===== config.mk =====
export PLATFORM = sky130hd
export DESIGN_NAME = wdg_dual_clear
export DESIGN_NICKNAME = d
export VERILOG_FILES = /design/src/rtl/wdg_pkg.sv /design/src/rtl/wdg_prescale.sv /design/src/rtl/wdg_count.sv /design/src/rtl/wdg_clear_seq.sv /design/src/rtl/wdg_dual_clear.sv
export SDC_FILE = /design/constraint.sdc
export NUM_CORES = 1
export LEC_CHECK = 0
export ABC_AREA = 0
export BUFFER_PORTS_ARGS = -buffer_cell sky130_fd_sc_hd__buf_4
export CAP_MARGIN = 10
export CORE_MARGIN = 4
export CORE_UTILIZATION = 40
export CTS_CLUSTER_SIZE = 14
export DETAILED_ROUTE_END_ITERATION = 6
export PLACE_DENSITY = 0.65
export SLEW_MARGIN = 20
export SYNTH_ARGS = -nofsm -noshare
export SYNTH_HDL_FRONTEND = slang
export SYNTH_SLANG_ARGS = --single-unit

===== constraint.sdc =====
create_clock -name clk -period 5.1 [get_ports clk]
set_clock_uncertainty 0.2 [all_clocks]
set_input_delay 0.765 -clock clk [delete_from_list [all_inputs] [get_ports clk]]
set_output_delay 0.765 -clock clk [all_outputs]
set_load 0.03 [all_outputs]

===== src/rtl/wdg_pkg.sv =====
package wdg_pkg;

    // Pair-mode tracker: which clear command of the pair was seen last
    typedef enum logic [1:0] {
        SEQ_IDLE  = 2'd0,
        SEQ_SAW_A = 2'd1,
        SEQ_SAW_B = 2'd2
    } seq_e;

    typedef struct packed {
        logic timeout;
        logic powerdown;
    } flags_t;

    typedef struct packed {
        seq_e nxt;
        logic fire;
    } seq_step_t;

    // One step of the alternation tracker; simultaneous A and B hold state
    function automatic seq_step_t seq_advance(input seq_e cur, input logic a, input logic b);
        seq_step_t r;
        r.nxt  = cur;
        r.fire = 1'b0;
        if (a && !b) begin
            if (cur == SEQ_SAW_B) begin
                r.fire = 1'b1;
                r.nxt  = SEQ_IDLE;
            end else begin
                r.nxt = SEQ_SAW_A;
            end
        end else if (b && !a) begin
            if (cur == SEQ_SAW_A) begin
                r.fire = 1'b1;
                r.nxt  = SEQ_IDLE;
            end else begin
                r.nxt = SEQ_SAW_B;
            end
        end
        return r;
    endfunction

    // Fixed divide-by-4 stage (2 bits) plus the largest selectable 2^n stage
    function automatic int unsigned pre_width(input int unsigned psc_w);
        return 2 + (1 << psc_w) - 1;
    endfunction

endpackage


===== src/rtl/wdg_prescale.sv =====
module wdg_prescale
    import wdg_pkg::*;
#(
    parameter int PSC_W = 3
) (
    input  logic             clk,
    input  logic             rst,
    input  logic             run,
    input  logic             restart,
    input  logic [PSC_W-1:0] psc_sel,
    output logic             tick
);
    localparam int PRE_W = pre_width(PSC_W);

    logic [PRE_W-1:0] pre_q;
    logic [PRE_W-1:0] sel_mask;

    // Low (2 + n) bits of the free counter decide the tick
    always_comb sel_mask = (PRE_W'(1) << (32'(psc_sel) + 32'd2)) - PRE_W'(1);

    assign tick = run && ((pre_q & sel_mask) == sel_mask);

    always_ff @(posedge clk) begin
        if (rst || !run || restart) begin
            pre_q <= '0;
        end else begin
            pre_q <= pre_q + PRE_W'(1);
        end
    end
endmodule


===== src/rtl/wdg_count.sv =====
module wdg_count #(
    parameter int CNT_W = 8
) (
    input  logic clk,
    input  logic rst,
    input  logic run,
    input  logic restart,
    input  logic tick,
    output logic expire
);
    localparam logic [CNT_W-1:0] CNT_TOP = '1;

    logic [CNT_W-1:0] cnt_q;

    assign expire = run && tick && !restart && (cnt_q == CNT_TOP);

    always_ff @(posedge clk) begin
        if (rst || !run || restart) begin
            cnt_q <= '0;
        end else if (tick) begin
            cnt_q <= cnt_q + CNT_W'(1);
        end
    end
endmodule


===== src/rtl/wdg_clear_seq.sv =====
module wdg_clear_seq
    import wdg_pkg::*;
(
    input  logic clk,
    input  logic rst,
    input  logic pair_mode,
    input  logic cmd_single,
    input  logic cmd_a,
    input  logic cmd_b,
    output logic fire
);
    seq_e      st_q;
    seq_step_t step;

    always_comb step = seq_advance(st_q, cmd_a, cmd_b);

    assign fire = pair_mode ? step.fire : cmd_single;

    always_ff @(posedge clk) begin
        if (rst || !pair_mode) begin
            st_q <= SEQ_IDLE;
        end else begin
            st_q <= step.nxt;
        end
    end
endmodule


===== src/rtl/wdg_dual_clear.sv =====
module wdg_dual_clear
    import wdg_pkg::*;
#(
    parameter int CNT_W = 8,
    parameter int PSC_W = 3
) (
    input  logic             clk,
    input  logic             rst,
    input  logic             opt_wdg_en,
    input  logic             opt_pair_mode,
    input  logic [PSC_W-1:0] opt_psc_sel,
    input  logic             cmd_clear,
    input  logic             cmd_clear_a,
    input  logic             cmd_clear_b,
    input  logic             cmd_halt,
    output logic             reset_req,
    output logic             wake_up,
    output logic             flag_timeout,
    output logic             flag_powerdown
);
    logic   clr_fire;
    logic   restart;
    logic   tick;
    logic   expire;
    flags_t flags_q;
    logic   halted_q;
    logic   req_q;
    logic   wake_q;

    assign restart = cmd_halt | clr_fire;

    wdg_clear_seq u_seq (
        .clk        (clk),
        .rst        (rst),
        .pair_mode  (opt_pair_mode),
        .cmd_single (cmd_clear),
        .cmd_a      (cmd_clear_a),
        .cmd_b      (cmd_clear_b),
        .fire       (clr_fire)
    );

    wdg_prescale #(.PSC_W(PSC_W)) u_pre (
        .clk     (clk),
        .rst     (rst),
        .run     (opt_wdg_en),
        .restart (restart),
        .psc_sel (opt_psc_sel),
        .tick    (tick)
    );

    wdg_count #(.CNT_W(CNT_W)) u_cnt (
        .clk     (clk),
        .rst     (rst),
        .run     (opt_wdg_en),
        .restart (restart),
        .tick    (tick),
        .expire  (expire)
    );

    always_ff @(posedge clk) begin
        if (rst) begin
            flags_q  <= '0;
            halted_q <= 1'b0;
            req_q    <= 1'b0;
            wake_q   <= 1'b0;
        end else begin
            req_q  <= expire && !halted_q;
            wake_q <= expire && halted_q;
            if (cmd_halt) begin
                flags_q.powerdown <= 1'b1;
                flags_q.timeout   <= 1'b0;
                halted_q          <= 1'b1;
            end else begin
                if (clr_fire) begin
                    flags_q <= '0;
                end else if (expire) begin
                    flags_q.timeout <= 1'b1;
                end
                if (expire && halted_q) begin
                    halted_q <= 1'b0;
                end
            end
        end
    end

    assign reset_req      = req_q;
    assign wake_up        = wake_q;
    assign flag_timeout   = flags_q.timeout;
    assign flag_powerdown = flags_q.powerdown;
endmodule


==> qor.csv <==
stage,metric,value,unit
outcome,status,"complete, no violations",
cells_and_area,multi-input logic area,885,µm²
floorplanning,area of the core,0.00336,mm²
drt,DR vias/cell,5.18,
yosys,Unique masters post-synth,42,
yosys,synthesized area,0.00140,mm²
sta,min cycle time layout,2.90,ns
worst_setup_path,CP startpoint kind,input port,
clock_network,"Reg clk slew, reported paths",0.15,ns
yosys,synthesized area per cell,8.61,µm²
cells_and_area,Final nets,203,
grt,vias in the first global route,1117,
yosys,Syn. warnings,0,
sta,Final setup viols,0,
grt,global route total overflow,0,
sta,Final Hold Vio Count,0,
grt,met3 Usage GRT,2.16,%
yosys,largest cells by area after synthesis,"dfxtp_1 34%, ha_1 9.8%, mux2i_1 5.0%",
yosys,"top cells by count, synth","24 x dfxtp_1, 18 x nor2_1, 12 x nand2_1",
power,peak supply drop,0.106,mV
cells_and_area,Final Util,48.1,%
drt,Iteration-0 DRC Markers,85,
clock_network,clk buf depth,2,
worst_setup_path,Crit Path Max Fanout,11,
clock_network,clk sink count,24,
power,standby leakage power,0.000595,µW
sta,Final period util,56.9,%
floorplanning,Starting Density,41.7,%
placed_design,GPL Wtd Cong,0.773,
worst_setup_path,arrival time at the worst endpoint,2.96,ns
drt,DR WL/cell,12.0,µm
drt,vias post-DR,1171,
clock_network,H-Tree Depth,1,
clock_network,clk_lat worst skew,0.31,ns
clock_network,Post-CTS Hold Fix Bufs,0,
yosys,number of synthesized flops with an enable pin,0,
yosys,"Seq/Total Area, Yosys",34.2,%
worst_setup_path,crit-path cells,"buf_4, inv_1, ha_1, or3b_1, o2111a_1, or2_1, or4_1, a21oi_1",
cells_and_area,Area Growth Syn to Fin,15.2,%
worst_setup_path,Setup CP Type,input port to flip-flop,
grt,first-pass GRT wire length,4.82,mm
sta,RSZ-0062 raised after global routing,false,
clock_network,TritonCTS Buffers,3,
yosys,Seq cells post-synth,24,
yosys,dominant cell type by area after synthesis,dfxtp_1,
cells_and_area,Fillers,348,
placed_design,post-DP HPWL,2.17,mm
floorplanning,I/O pin count,15,
floorplanning,Die ar.,0.00452,mm²
sta,Worst-Margin Slew,0.509,ns
sta,setup TNS,0,ns
grt,Top Usage Layer GRT,met2,
power,"Power, Total",376,µW
worst_setup_path,CP bufs+invs,2,
clock_network,postcts setup bufs,0,
worst_setup_path,CP max stage delay,0.49,ns
floorplanning,floorplan row count,21,
drt,WL final,2.70,mm
clock_network,Root Driver,clkbuf_4,
drt,ANT nets after route,0,
floorplanning,Die Wd,67.2,µm
drt,DRC viols,0,
worst_setup_path,crit end category,flip-flop,
grt,All-Layer GR Usage,13.4,%
power,PD cells,232,mW/mm²
grt,largest net degree at the start of global routing,15,
cells_and_area,ANT cells,0,
sta,max_slew headroom,65.2,%
yosys,"Top FF cell, synth",dfxtp_1,
clock_network,CTS tree,built,
floorplanning,Die Y,67.2,µm
yosys,post-synth net total,185,
job,MaxCap Viol Count,0,
sta,Max Clock Freq,0.344,GHz
yosys,"FFs w/ async S/R, synth",0,%
min_path,min-delay worst type,flip-flop to flip-flop,
yosys,top cell type's share of synthesized area,34.2,%
worst_setup_path,critical path's slowest cell,or4_1,
yosys,top-count cell post-synth,dfxtp_1,
cells_and_area,layout cells sized above 1,12.2,%
placed_design,count of buffers from port buffering,14,
grt,initial antenna violation count,0,
grt,met2 Track Usage GR,23.8,%
clock_network,post-cts sizing count,0,
worst_setup_path,cell family contributing the most delay on the critical path,simple AND/OR/NAND/NOR gates,
sta,Max Slew Vio Count,0,
drt,first drt pass iteration count,4,
grt,met1 Resource Use GR,16.5,%
yosys,Post-Syn Instances,163,
worst_setup_path,"Req. time, crit path",5.16,ns
cells_and_area,register area,480,µm²
## through the flow
step / cell area (µm²) / worst slack [ns] / cells / hold WS, ns
after global placement: 1570 / 1.98 / 222 / 0.205
final: 1620 / 2.20 / 226 / 0.221
after detailed placement: 1570 / 1.87 / 222 / 0.203
after CTS: 1620 / 2.20 / 226 / 0.225
after global routing: 1620 / 2.04 / 226 / 0.238
after floorplan: 1400 / 2.13 / 163 / 0.190
## final timing paths
check / startpoint / endpoint / slack (ns) / cells past startpoint
worst min-delay path: halted_q / reset_req / 0.22 / 1
worst max register to register: u_pre.pre_q[0] / u_cnt.cnt_q[0] / 2.87 / 6
worst min register to register: halted_q / reset_req / 0.22 / 1
worst max-delay path: opt_psc_sel[1] / u_cnt.cnt_q[0] / 2.20 / 8
## kinds of logic (layout without fill, tap and decap cells)
group           count (synthesis)  after routing  share of synthesized area, %
buf+inv                        10             27                          2.76
fa+ha+maj                      11             11                          9.80
flops                          24             24                          34.2
mux                             9              9                          6.60
xor+xnor                        7              7                          4.37
simple gates                   85             85                          33.2
compound gates                 17             17                          9.09
## report_power, final
part / switching, µW / total [µW] / internal (µW) / leakage [µW]
logic: 25.3 / 45.7 / 20.4 / 0.000373
clock network: 59.2 / 139 / 79.3 / 0.0000279
registers: 1.65 / 192 / 190 / 0.000194
## flip-flops by register name, indices dropped and copies added (netlist names)
register and cells:
u_pre.pre_q 9, u_seq.st_q 2, flag_powerdown 1, reset_req 1
wake_up 1, u_cnt.cnt_q 8, flag_timeout 1, halted_q 1
## metal layers
layer	vias up	wire length, µm
met5	-	0
met4	0	16
met3	2	52
met2	7	1410
met1	547	1220
li1	615	-
## area by class of cell
| type | instances | area share (%) |
|---|---|---|
| inverters | 8 | 1.86 |
| flip-flops and latches | 24 | 29.7 |
| multi-input cells | 129 | 54.7 |
| clock inverters | 1 | 1.86 |
| repair buffers | 15 | 6.96 |
| well taps | 46 | 3.56 |
| clock buffers | 3 | 1.39 |
## cells in the final DEF, fill, tap and decap left out, types with 2 or more instances in the layout
master and instances:
a21oi_1 4, and3_1 2, buf_4 15, clkbuf_4 3
dfxtp_1 24, ha_1 11, inv_1 8, mux2_2 2
mux2i_1 7, nand2_1 12, nand2b_1 7, nand3_1 11
nand3b_1 3, nand4_1 4, nor2_1 18, nor2b_1 7
nor3_1 3, nor4_1 6, o2111a_1 3, o31ai_1 2
xnor2_1 3, xor2_1 4
No activity file was read; power rests on OpenSTA's default activity.
